==> src/rtl/pf_bar64_pkg.sv <==
package pf_bar64_pkg;

    // memory space, 64-bit decode, prefetchable
    localparam logic [3:0] BAR_TYPE_CODE = 4'b1100;

    typedef struct packed {
        logic [31:0] val;
    } dword_st_t;

    function automatic logic [63:0] window_mask(input int size_log2);
        return ~((64'd1 << size_log2) - 64'd1);
    endfunction

endpackage

==> src/rtl/pf_bar64_dword.sv <==
module pf_bar64_dword
    import pf_bar64_pkg::*;
#(
    parameter logic [31:0] WR_MASK   = 32'hFFFF_FFFF,
    parameter logic [31:0] FIXED_VAL = 32'h0
) (
    input  logic        clk,
    input  logic        rst_n,
    input  logic        wr_en,
    input  logic [3:0]  be,
    input  logic [31:0] wdata,
    output logic [31:0] rd_val
);

    localparam int LANES = 4;

    dword_st_t   st_d, st_q;
    logic [31:0] lane_mask;
    logic [31:0] upd_mask;

    for (genvar i = 0; i < LANES; i++) begin : g_lane
        assign lane_mask[8*i +: 8] = {8{be[i]}};
    end

    assign upd_mask = lane_mask & WR_MASK;

    always_comb begin
        st_d = st_q;
        if (wr_en) begin
            st_d.val = (st_q.val & ~upd_mask) | (wdata & upd_mask);
        end
    end

    always_ff @(posedge clk) begin
        if (!rst_n) begin
            st_q <= '0;
        end else begin
            st_q <= st_d;
        end
    end

    assign rd_val = (st_q.val & WR_MASK) | (FIXED_VAL & ~WR_MASK);

endmodule

==> src/rtl/pf_bar64_hit.sv <==
module pf_bar64_hit #(
    parameter logic [63:0] ADDR_MASK = 64'hFFFF_FFFF_FC00_0000
) (
    input  logic [63:0] req_addr,
    input  logic [63:0] base,
    input  logic        mem_en,
    output logic        hit
);

    logic match;

    assign match = ((req_addr & ADDR_MASK) == (base & ADDR_MASK));
    assign hit   = mem_en && match;

endmodule

==> src/rtl/pf_bar64.sv <==
module pf_bar64
    import pf_bar64_pkg::*;
#(
    parameter int SIZE_LOG2 = 26
) (
    input  logic        clk,
    input  logic        rst_n,
    input  logic        cfg_wr_en,
    input  logic        cfg_sel,
    input  logic [3:0]  cfg_be,
    input  logic [31:0] cfg_wdata,
    output logic [31:0] cfg_rdata,
    input  logic        mem_en,
    input  logic [63:0] req_addr,
    output logic        hit
);

    localparam logic [63:0] ADDR_MASK = window_mask(SIZE_LOG2);
    localparam logic [31:0] LO_WR     = ADDR_MASK[31:0];
    localparam logic [31:0] HI_WR     = ADDR_MASK[63:32];
    localparam logic [31:0] LO_FIXED  = {28'h0, BAR_TYPE_CODE};

    logic [31:0] dw_val [2];
    logic [31:0] lo_val;
    logic [31:0] hi_val;

    for (genvar g = 0; g < 2; g++) begin : g_dw
        pf_bar64_dword #(
            .WR_MASK   ((g == 0) ? LO_WR : HI_WR),
            .FIXED_VAL ((g == 0) ? LO_FIXED : 32'h0)
        ) dw_i (
            .clk    (clk),
            .rst_n  (rst_n),
            .wr_en  (cfg_wr_en && (cfg_sel == g[0])),
            .be     (cfg_be),
            .wdata  (cfg_wdata),
            .rd_val (dw_val[g])
        );
    end

    assign lo_val    = dw_val[0];
    assign hi_val    = dw_val[1];
    assign cfg_rdata = cfg_sel ? hi_val : lo_val;

    pf_bar64_hit #(
        .ADDR_MASK (ADDR_MASK)
    ) hit_i (
        .req_addr (req_addr),
        .base     ({hi_val, lo_val}),
        .mem_en   (mem_en),
        .hit      (hit)
    );

endmodule

==> config.mk <==
export PLATFORM = sky130hd
export DESIGN_NAME = pf_bar64
export DESIGN_NICKNAME = d
export VERILOG_FILES = /design/src/rtl/pf_bar64_pkg.sv /design/src/rtl/pf_bar64_dword.sv /design/src/rtl/pf_bar64_hit.sv /design/src/rtl/pf_bar64.sv
export SDC_FILE = /design/constraint.sdc
export NUM_CORES = 1
export LEC_CHECK = 0
export ABC_AREA = 1
export BUFFER_PORTS_ARGS = -buffer_cell sky130_fd_sc_hd__clkbuf_2
export CELL_PAD_IN_SITES_DETAIL_PLACEMENT = 0
export CELL_PAD_IN_SITES_GLOBAL_PLACEMENT = 2
export CORE_AREA = 3 3 108 110
export CTS_CLUSTER_SIZE = 14
export DETAILED_ROUTE_END_ITERATION = 8
export DIE_AREA = 0 0 111 113
export HOLD_SLACK_MARGIN = 0.02
export PLACE_DENSITY = 0.8
export SKIP_CTS_REPAIR_TIMING = 1
export SLEW_MARGIN = 15
export SYNTH_ARGS = -nofsm -noshare
export SYNTH_HDL_FRONTEND = slang
export SYNTH_SLANG_ARGS = --single-unit
==> constraint.sdc <==
create_clock -name clk -period 2 [get_ports clk]
set_input_delay 0.4 -clock clk [delete_from_list [all_inputs] [get_ports clk]]
set_output_delay 0.4 -clock clk [all_outputs]
set_load 0.03 [all_outputs]
==> results of run 1 <==
## kinds of logic (layout without fill, tap and decap cells)
family,count (synthesis),after routing
AOI/OAI and AO/OA,87,87
xor gates and xnor gates,14,14
DFF,38,38
buffers and inverters,98,208
and+or+nand+nor,136,136
## stage by stage
| stage | setup TNS (ns) | hold WS, ns |
|---|---|---|
| after floorplan | 0 | 0.4465 |
| after global placement | 0 | 0.4573 |
| after detailed placement | 0 | 0.4651 |
| after CTS | 0 | 0.3766 |
| after global routing | -0.007851 | 0.3806 |
| final | 0 | 0.3825 |
## layer usage
metal	global-route usage [%]	up-vias	routed length, um
met3	4.011	6	499
met1	14.86	1062	3355
met4	2.956	0	99
met5	0	-	0
li1	-	1334	-
met2	20.11	67	3480
## critical path: cells and delay by family, from the launching register on
kind	cells	cell delay, ns
xor gates and xnor gates	1	0.31
DFF	1	0.34
and+or+nand+nor	4	0.39
buffers and inverters	1	0.17
## how the worst max path moves through the flow
stage	startpoint	endpoint	slack, ns	depth (start not counted)
6_report	flop	hit	0.09	6
5_1_grt	flop	hit	-0.008	9
4_1_cts	flop	hit	0.003	9
3_5_place_dp	req_addr[43]	hit	0.20	7
3_3_place_gp	req_addr[52]	hit	0.21	8
2_1_floorplan	cfg_sel	cfg_rdata[26]	0.24	3
## cells in the mapped netlist
master,n,area [um2]
sky130_fd_sc_hd__buf_2,5,25.02
sky130_fd_sc_hd__buf_4,4,30.03
sky130_fd_sc_hd__xor2_1,11,96.34
sky130_fd_sc_hd__inv_1,84,315.3
sky130_fd_sc_hd__clkbuf_1,3,11.26
sky130_fd_sc_hd__nand2_1,104,390.4
sky130_fd_sc_hd__nand3_1,6,30.03
sky130_fd_sc_hd__o21ai_0,45,225.2
sky130_fd_sc_hd__a21oi_1,38,190.2
sky130_fd_sc_hd__o21ai_1,4,20.02
sky130_fd_sc_hd__clkbuf_2,1,5.000
sky130_fd_sc_hd__dfxtp_1,38,760.7
sky130_fd_sc_hd__buf_6,1,11.26
sky130_fd_sc_hd__nor2_1,26,97.59
sky130_fd_sc_hd__xnor2_1,3,26.28
## layout make-up
| type | count | area [um2] |
|---|---|---|
| tap | 140 | 175.2 |
| multi-input combinational | 237 | 1091 |
| sequential | 38 | 778.2 |
| fill | 1263 | 7734 |
| timing repair buffer | 116 | 608.1 |
| clock buffer | 7 | 86.33 |
| inverter | 84 | 315.3 |
| clock inverter | 1 | 5.005 |
## power by group through the flow
stage	clock, mW	sequential (mW)	combinational [mW]
floorplan	0	0.837	0.236
global placement	0	0.842	0.397
detailed placement	0	0.843	0.400
CTS	0.606	0.825	0.401
global route	0.636	0.835	0.454
finish	0.566	0.827	0.396
==> impl_table.tex, run 1 <==
\begin{tabular}{lr}
\hline
Metric & Value \\
\hline
\multicolumn{2}{l}{\textbf{Worst setup path}} \\
Worst setup path class & flop to output pin \\
CP Data Required Time & 1.60 ns \\
Slowest CP cell & sky130\_fd\_sc\_hd\_\_dfxtp\_1 \\
Largest stage delay on the critical path & 0.34 ns \\
Maximum net fanout on the critical path & 3 \\
Nature of the critical path endpoint & output pin \\
Depth of the most critical reg-to-reg path & 3 \\
Worst path most repeated cell & sky130\_fd\_sc\_hd\_\_nor2\_1 \\
Minimum setup slack among reg-to-reg paths & 1.32 ns \\
Worst endpoint data arrival time & 1.51 ns \\
Cell-by-cell listing of the critical path & xnor2\_1, nand3\_1, nor2\_1, nand2\_1, nor2\_1, buf\_4 \\
Type of element launching the critical path & flop \\
\multicolumn{2}{l}{\textbf{Placement}} \\
Port bufs & 111 \\
Placed wire-length estimate & slightly below 6000 um \\
Dpl cells & roughly 610 \\
Final weighted congestion of routability-driven global placement & around 0.77 \\
Pre-CTS setup slack & 0.2024 ns \\
Placed instance area & 2925 um2 \\
\multicolumn{2}{l}{\textbf{Floorplanning}} \\
Width of the die & 111 um \\
Floorplan row count & 38 \\
Die Y-Extent & 113 um \\
Effective utilization at floorplan & between 20\% and 30\% \\
Die Area & 12540 um2 \\
Number of primary I/O pins & roughly 140 \\
Area inside the core boundary & around 11000 um2 \\
\multicolumn{2}{l}{\textbf{Power and ir drop}} \\
Largest vdd supply drop & about 0.00021 V \\
Overall power after layout & between 1.5 and 2 mW \\
Standby leakage power & $\sim$1.7 nW \\
NetSw & 0.5556 mW \\
Clock share of power & between 30\% and 40\% \\
Internal power & 1.234 mW \\
Power per standard cell area & a little under 600 nW/um2 \\
Fraction of power spent switching nets & 31.05\% \\
Sequential Power Share & 46.2\% \\
Combinational power share & 22.1\% \\
\multicolumn{2}{l}{\textbf{Layout}} \\
Final non-filler cell area & 3059 um2 \\
Commonest cells after routing, fill and taps aside & sky130\_fd\_sc\_hd\_\_clkbuf\_2 (110), sky130\_fd\_sc\_hd\_\_nand2\_1 (103), sky130\_fd\_sc\_hd\_\_inv\_1 (82), sky130\_fd\_sc\_hd\_\_o21ai\_0 (43), sky130\_fd\_sc\_hd\_\_a21oi\_1 (38) \\
Area growth from synthesis to layout & 36.90\% \\
Nets & 587 \\
Share of final-layout standard cells stronger than drive strength 1 & 29.19\% \\
Post-route core utilization & 28.34\% \\
Post-route insts no fill & 623 \\
Diode insertion count for antenna repair & 0 \\
Most common library cell in the layout ignoring fill and taps & sky130\_fd\_sc\_hd\_\_clkbuf\_2 \\
\multicolumn{2}{l}{\textbf{Route}} \\
Count of vias placed by the detailed router & 2469 \\
Post-DRT Antenna Nets & 0 \\
Initial detailed-routing violation count & between 100 and 150 \\
Router iterations before antenna repair & 4 \\
Average wire length per cell after detail routing & 11.93 um \\
Remaining routing DRC violations & 0 \\
Vias per cell & between 3 and 4 \\
Total Wirelength & 7433 um \\
\multicolumn{2}{l}{\textbf{Logic synthesis}} \\
Xor and xnor fraction of the mapped netlist area & 5.487\% \\
Post-synthesis instance area & roughly 2200 um2 \\
Share of the synthesized area in compound gates (AO/OA/AOI/OAI) & 19.48\% \\
Synth Register Bits & 38 \\
Basic-gate share of the synthesized area counting and, or, nand and nor cells & 23.18\% \\
Syn\_area\_per\_cell & between 5 and 6 um2 \\
Number of standard cells after synthesis & 373 \\
Share of synthesized area spent on multiplexers & 0\% \\
Area share of fa/ha/maj cells after synthesis & 0\% \\
Register area share after synthesis & approximately 34\% \\
Number of distinct library cell variants in the gate-level netlist after synthesis & 15 \\
Net count of the mapped netlist & about 480 \\
Main combinational cell family by area after synthesis & simple AND/OR/NAND/NOR gates \\
Synthesis Warnings & 0 \\
\multicolumn{2}{l}{\textbf{Timing}} \\
Worst Setup Slack, final & 0.08774 ns \\
Max transition margin & 61.08\% \\
Maximum operating frequency & 522.9 MHz \\
Time the final worst path needs with I/O delays and setup & 1.912 ns \\
Final worst path period share & between 90 and 100\% \\
Final setup violating endpoints & 0 \\
Final-report max-slew violation count & 0 \\
Worst Tran Pin Value & 0.5822 ns \\
Final-report hold violation count & 0 \\
Final Skew & 0 ns \\
\multicolumn{2}{l}{\textbf{GRT}} \\
Number of global-route vias before repair & 2461 \\
Initial antenna violation count & 0 \\
Global-route wire length before repair & 11880 um \\
Largest net degree at the start of global routing & 44 \\
Overall track demand over capacity in global routing & 11.97\% \\
Total congestion overflow after global routing & 0 \\
\multicolumn{2}{l}{\textbf{CTS}} \\
Clock slew seen by the registers of the worst setup and hold paths & 0.08 ns \\
Worst-skew pair later-pin latency & 0.29 ns \\
Deepest clock path buffer count & 2 \\
Clock buffers created by TritonCTS & 5 \\
Clock tree from TritonCTS & built \\
Number of levels the H-tree was split into & 2 \\
Buffer cell driving the clock tree root & sky130\_fd\_sc\_hd\_\_clkbuf\_8 \\
Number of clock sinks seen by CTS & 38 \\
\multicolumn{2}{l}{\textbf{Hold path}} \\
Worst hold path type & input port to flop \\
Beginning of the worst hold path & cfg\_wdata[15] \\
Number of cells traversed by the worst hold path & 3 \\
\multicolumn{2}{l}{\textbf{Outcome}} \\
Outcome & completed \\
\multicolumn{2}{l}{\textbf{Flow run}} \\
Max-cap violations & 0 \\
\hline
\end{tabular}
No activity file was read; power rests on OpenSTA's default activity.
==> inputs of run 2 (changes only) <==
- RECOVER_POWER: unset -> 25
==> impl_table.tex, run 2 (synthesis gave the netlist of run 1 again) <==
\begin{tabular}{lr}
\hline
Metric & Value \\
\hline
\multicolumn{2}{l}{\textbf{CTS}} \\
Number of clock sinks seen by CTS & 38 (unchanged) \\
Clock buffers created by TritonCTS & 5 (unchanged) \\
Clock tree from TritonCTS & built \\
Deepest clock path buffer count & 2 (unchanged) \\
Worst-skew pair later-pin latency & 0.29 ns (about the same) \\
Buffer cell driving the clock tree root & sky130\_fd\_sc\_hd\_\_clkbuf\_8 \\
Clock slew seen by the registers of the worst setup and hold paths & 0.08 ns (about the same) \\
Number of levels the H-tree was split into & 2 (unchanged) \\
\multicolumn{2}{l}{\textbf{Layout}} \\
Nets & 587 (unchanged) \\
Number of fill cells & 1264 (+0.079\%) \\
Most common library cell in the layout ignoring fill and taps & sky130\_fd\_sc\_hd\_\_clkbuf\_2 \\
Share of final-layout standard cells stronger than drive strength 1 & 28.57\% (-0.62 points) \\
Post-route core utilization & 28.26\% (-0.081 points) \\
Commonest cells after routing, fill and taps aside & sky130\_fd\_sc\_hd\_\_clkbuf\_2 (109), sky130\_fd\_sc\_hd\_\_nand2\_1 (103), sky130\_fd\_sc\_hd\_\_inv\_1 (82), sky130\_fd\_sc\_hd\_\_o21ai\_0 (44), sky130\_fd\_sc\_hd\_\_a21oi\_1 (38) \\
Final non-filler cell area & 3050 um2 (-0.29\%) \\
Diode insertion count for antenna repair & 0 (unchanged) \\
Area growth from synthesis to layout & 36.51\% \\
\multicolumn{2}{l}{\textbf{Worst setup path}} \\
Worst endpoint data arrival time & 1.51 ns (about the same) \\
Largest stage delay on the critical path & 0.34 ns (about the same) \\
Cell class contributing the biggest share of worst-path delay & simple AND/OR/NAND/NOR gates \\
Maximum net fanout on the critical path & 3 (unchanged) \\
Minimum setup slack among reg-to-reg paths & 1.32 ns (about the same) \\
Nature of the critical path endpoint & output pin \\
Type of element launching the critical path & flop \\
CP Data Required Time & 1.60 ns (about the same) \\
Cell-by-cell listing of the critical path & xnor2\_1, nand3\_1, nor2\_1, nand2\_1, nor2\_1, buf\_4 \\
Worst path most repeated cell & sky130\_fd\_sc\_hd\_\_nor2\_1 \\
Depth of the most critical reg-to-reg path & 3 (unchanged) \\
Worst setup endpoint & hit \\
Count of cell instances traversed by the critical path & 6 (unchanged) \\
Worst Path Buf+Inv & 1 (unchanged) \\
Worst setup path class & flop to output pin \\
Slowest CP cell & sky130\_fd\_sc\_hd\_\_dfxtp\_1 \\
\multicolumn{2}{l}{\textbf{Power and ir drop}} \\
Power per standard cell area & 585.3 nW/um2 (about the same) \\
Standby leakage power & 1.705 nW (-0.57\%) \\
Largest vdd supply drop & 0.0002134 V (-0.22\%) \\
\multicolumn{2}{l}{\textbf{Floorplanning}} \\
Area inside the core boundary & 10790 um2 (unchanged) \\
Die Y-Extent & 113 um (unchanged) \\
Floorplan row count & 38 (unchanged) \\
Die Area & 12540 um2 (unchanged) \\
Effective utilization at floorplan & 20.70\% (unchanged) \\
Width of the die & 111 um (unchanged) \\
Number of primary I/O pins & 138 (unchanged) \\
\multicolumn{2}{l}{\textbf{GRT}} \\
Total congestion overflow after global routing & 0 (unchanged) \\
Global-route wire length before repair & 11880 um (unchanged) \\
Overall track demand over capacity in global routing & 11.97\% (unchanged) \\
Largest net degree at the start of global routing & 44 (unchanged) \\
Initial antenna violation count & 0 (unchanged) \\
Number of global-route vias before repair & 2461 (unchanged) \\
\multicolumn{2}{l}{\textbf{Placement}} \\
Port bufs & 111 (unchanged) \\
Final weighted congestion of routability-driven global placement & 0.7667 (unchanged) \\
Placed wire-length estimate & 5892 um (unchanged) \\
Placed instance area & 2925 um2 (unchanged) \\
\multicolumn{2}{l}{\textbf{Route}} \\
Average wire length per cell after detail routing & 11.94 um (about the same) \\
Router iterations before antenna repair & 4 (unchanged) \\
Count of vias placed by the detailed router & 2467 (-0.081\%) \\
Post-DRT Antenna Nets & 0 (unchanged) \\
Remaining routing DRC violations & 0 (unchanged) \\
Total Wirelength & 7440 um (about the same) \\
Initial detailed-routing violation count & 104 (unchanged) \\
Vias per cell & 3.960 (about the same) \\
\multicolumn{2}{l}{\textbf{Timing}} \\
Maximum operating frequency & 522.3 MHz (-0.11\%) \\
Final Skew & 0 ns (unchanged) \\
Final-report hold violation count & 0 (unchanged) \\
Final worst path period share & 95.72\% (+0.11 points) \\
Final setup violating endpoints & 0 (unchanged) \\
Time the final worst path needs with I/O delays and setup & 1.914 ns (+0.002180 ns) \\
Final-report max-slew violation count & 0 (unchanged) \\
Max transition margin & 46.59\% (-14 points) \\
Worst Tran Pin Value & 0.8011 ns (+0.2189 ns) \\
\multicolumn{2}{l}{\textbf{Flow run}} \\
Max-cap violations & 0 (unchanged) \\
\multicolumn{2}{l}{\textbf{Hold path}} \\
Worst hold path type & input port to flop \\
Beginning of the worst hold path & cfg\_wdata[15] \\
\multicolumn{2}{l}{\textbf{Outcome}} \\
Outcome & completed \\
\hline
\end{tabular}
run 2: routing by layer:
layer	wire [um]	track usage, %	part of all wire (%)
met5	0	0	0
met4	99	2.956	1.3
met3	473	4.011	6.4
met2	3474	20.11	47
met1	3393	14.86	46
run 2: final cells by class:
cell class	instances	area [um2]	share of cell area [%]
multi-input combinational	237	1091	35.77
clock buffer	7	86.33	2.830
timing repair buffer	116	599.3	19.65
clock inverter	1	5.005	0.1641
inverter	84	315.3	10.34
sequential	38	778.2	25.51
tap	140	175.2	5.742
run 2: tightest hold or removal path, delay by kind of cell:
family                 cells  cell delay (ns)
AO/OA/AOI/OAI              2             0.16
buffers and inverters      1             0.08
run 2: worst min path at each step:
stage	endpoint	slack, ns	depth (start not counted)
finish	flop	0.38	3
global route	flop	0.38	3
CTS	flop	0.38	3
detailed placement	flop	0.47	2
global placement	flop	0.46	2
floorplan	flop	0.45	2
run 2: per-stage QoR:
step                setup TNS [ns]  cells  hold WS [ns]  setup slack [ns]  total power [mW]
finish                           0    623        0.3828           0.08556             1.785
detailed placement               0    614        0.4651            0.2024             1.243
CTS                              0    622        0.3766          0.002916             1.832
global route             -0.007851    623        0.3806         -0.007851             1.923
global placement                 0    614        0.4573            0.2082             1.239
floorplan                        0    373        0.4465            0.2417             1.073
run 2: power by group:
group          total, mW  internal (mW)  switching [mW]
clock network      0.564          0.279           0.286
registers          0.827          0.798          0.0290
logic              0.394          0.155           0.239
total               1.79           1.23           0.554
==> inputs of run 3 (changes only) <==
--- a/config.mk
+++ b/config.mk
@@ -17,4 +17,5 @@
 export PLACE_DENSITY = 0.8
 export RECOVER_POWER = 25
+export SETUP_SLACK_MARGIN = 0.4
 export SKIP_CTS_REPAIR_TIMING = 1
 export SLEW_MARGIN = 15
==> constraint.sdc (replaced) <==
create_clock -name clk -period 2 [get_ports clk]
set_input_delay 0.3 -clock clk [delete_from_list [all_inputs] [get_ports clk]]
set_output_delay 0.3 -clock clk [all_outputs]
set_load 0.03 [all_outputs]
==> impl_table.tex, run 3 (synthesis gave the netlist of run 1 again) <==
\begin{tabular}{lr}
\hline
Metric & Value \\
\hline
\multicolumn{2}{l}{\textbf{Power and ir drop}} \\
Largest vdd supply drop & 0.0002505 V (+17\%) \\
Power per standard cell area & 583.6 nW/um2 (-0.29\%) \\
Standby leakage power & 1.696 nW (-0.55\%) \\
\multicolumn{2}{l}{\textbf{Route}} \\
Router iterations before antenna repair & 4 (unchanged) \\
Average wire length per cell after detail routing & 11.99 um (+0.40\%) \\
Initial detailed-routing violation count & 66 (-37\%) \\
Vias per cell & 3.971 (+0.28\%) \\
Count of vias placed by the detailed router & 2458 (-0.36\%) \\
Post-DRT Antenna Nets & 0 (unchanged) \\
Total Wirelength & 7422 um (-0.24\%) \\
Remaining routing DRC violations & 0 (unchanged) \\
\multicolumn{2}{l}{\textbf{GRT}} \\
Number of global-route vias before repair & 2273 (-7.6\%) \\
Initial antenna violation count & 0 (unchanged) \\
Overall track demand over capacity in global routing & 11.52\% (-0.45 points) \\
Total congestion overflow after global routing & 0 (unchanged) \\
Global-route wire length before repair & 11340 um (-4.5\%) \\
Largest net degree at the start of global routing & 27 (-39\%) \\
\multicolumn{2}{l}{\textbf{Worst setup path}} \\
CP Data Required Time & 1.70 ns (+0.10 ns) \\
Nature of the critical path endpoint & output pin \\
Maximum net fanout on the critical path & 3 (unchanged) \\
Worst endpoint data arrival time & 1.45 ns (-0.06 ns) \\
Type of element launching the critical path & flop \\
Depth of the most critical reg-to-reg path & 2 (-1) \\
Minimum setup slack among reg-to-reg paths & 1.37 ns (+0.05 ns) \\
Worst setup endpoint & hit \\
Worst setup path class & flop to output pin \\
\multicolumn{2}{l}{\textbf{Layout}} \\
Commonest cells after routing, fill and taps aside & sky130\_fd\_sc\_hd\_\_clkbuf\_2 (107), sky130\_fd\_sc\_hd\_\_nand2\_1 (104), sky130\_fd\_sc\_hd\_\_inv\_1 (82), sky130\_fd\_sc\_hd\_\_o21ai\_0 (44), sky130\_fd\_sc\_hd\_\_a21oi\_1 (38) \\
Most common library cell in the layout ignoring fill and taps & sky130\_fd\_sc\_hd\_\_clkbuf\_2 \\
Post-route insts no fill & 619 (-0.64\%) \\
Diode insertion count for antenna repair & 0 (unchanged) \\
Number of fill cells & 1267 (+0.24\%) \\
Area growth from synthesis to layout & 35.61\% \\
Nets & 585 (-0.34\%) \\
Share of final-layout standard cells stronger than drive strength 1 & 28.39\% (-0.18 points) \\
\multicolumn{2}{l}{\textbf{CTS}} \\
Number of clock sinks seen by CTS & 38 (unchanged) \\
Clock tree from TritonCTS & built \\
Clock slew seen by the registers of the worst setup and hold paths & 0.08 ns (about the same) \\
Buffer cell driving the clock tree root & sky130\_fd\_sc\_hd\_\_clkbuf\_8 \\
Deepest clock path buffer count & 2 (unchanged) \\
Clock buffers created by TritonCTS & 5 (unchanged) \\
Number of levels the H-tree was split into & 2 (unchanged) \\
Worst-skew pair later-pin latency & 0.28 ns (about the same) \\
\multicolumn{2}{l}{\textbf{Timing}} \\
Final-report hold violation count & 0 (unchanged) \\
Final worst path period share & 87.52\% (-8.2 points) \\
Worst Tran Pin Value & 0.6350 ns (-0.1661 ns) \\
Final Skew & 0 ns (unchanged) \\
Time the final worst path needs with I/O delays and setup & 1.750 ns (-0.1641 ns) \\
Setup TNS & 0 ns (unchanged) \\
Max transition margin & 57.55\% (+11 points) \\
Final setup violating endpoints & 0 (unchanged) \\
Maximum operating frequency & 571.3 MHz (+9.4\%) \\
Final-report max-slew violation count & 0 (unchanged) \\
RSZ-0062 raised after global routing & true \\
\multicolumn{2}{l}{\textbf{Hold path}} \\
Worst hold path type & input port to flop \\
Number of cells traversed by the worst hold path & 3 (unchanged) \\
\multicolumn{2}{l}{\textbf{Placement}} \\
Placed wire-length estimate & 5976 um (+1.4\%) \\
Final weighted congestion of routability-driven global placement & 0.7862 (+2.5\%) \\
Port bufs & 111 (unchanged) \\
Dpl cells & 613 (-0.16\%) \\
\multicolumn{2}{l}{\textbf{Floorplanning}} \\
Area inside the core boundary & 10790 um2 (unchanged) \\
Width of the die & 111 um (unchanged) \\
Effective utilization at floorplan & 20.70\% (unchanged) \\
Die Y-Extent & 113 um (unchanged) \\
Number of primary I/O pins & 138 (unchanged) \\
Floorplan row count & 38 (unchanged) \\
Die Area & 12540 um2 (unchanged) \\
\multicolumn{2}{l}{\textbf{Flow run}} \\
Max-cap violations & 0 (unchanged) \\
\multicolumn{2}{l}{\textbf{Outcome}} \\
Outcome & completed \\
\hline
\end{tabular}
[run 3: cell count changes in the layout (fill, tap and decap cells not counted), sizes merged]
cell | before | now
clkinv | 1 | 0
clkbuf | 119 | 116
[run 3: power by group]
part	switching, mW	leakage [nW]	internal (mW)	total [mW]
registers	0.0293	0.316	0.799	0.828
clock network	0.281	0.0431	0.267	0.548
logic	0.238	1.34	0.154	0.392
total	0.548	1.70	1.22	1.77
[run 3: final cells by class]
cell class	instances	area (um2)	share of cell area, %
sequential	38	777.0	25.64
tap	140	175.2	5.780
clock buffer	6	82.58	2.725
inverter	84	315.3	10.40
multi-input combinational	237	1091	36.00
timing repair buffer	114	589.3	19.45
[run 3: worst min-delay path by stage]
stage	start	end	slack, ns
6_report	cfg_wdata[7]	flop	0.29
5_1_grt	cfg_wdata[11]	flop	0.28
4_1_cts	cfg_wdata[15]	flop	0.28
3_5_place_dp	flop	flop	0.46
3_3_place_gp	flop	flop	0.46
2_1_floorplan	flop	flop	0.45
[run 3: stage by stage]
stage / utilization (%) / hold slack [ns] / setup WS [ns] / cell area, um2 / power, mW
global route: 28.08 / 0.2849 / 0.1352 / 3030 / 1.896
CTS: 27.80 / 0.2758 / 0.1223 / 3000 / 1.808
detailed placement: 27.03 / 0.4628 / 0.2307 / 2918 / 1.240
global placement: 27.03 / 0.4567 / 0.2340 / 2918 / 1.238
floorplan: - / 0.4465 / 0.4417 / 2235 / 1.073
finish: 28.08 / 0.2878 / 0.2496 / 3030 / 1.769
[run 3: layer usage]
metal	GRT usage [%]	routed length [um]	vias to the layer above
li1	-	-	1332
met1	14.79	3397	1055
met2	19.50	3537	67
met3	3.262	444	4
met4	2.217	42	0
met5	0	0	-
[run 3: critical path, cell delays in order (launching register included)]
cell,delay (ns)
sky130_fd_sc_hd__dfxtp_2,0.34
sky130_fd_sc_hd__xor2_1,0.15
sky130_fd_sc_hd__nor2_1,0.18
sky130_fd_sc_hd__nand2_1,0.07
sky130_fd_sc_hd__nor2_1,0.08
sky130_fd_sc_hd__nand2_1,0.08
sky130_fd_sc_hd__nor2_1,0.10
sky130_fd_sc_hd__buf_4,0.17
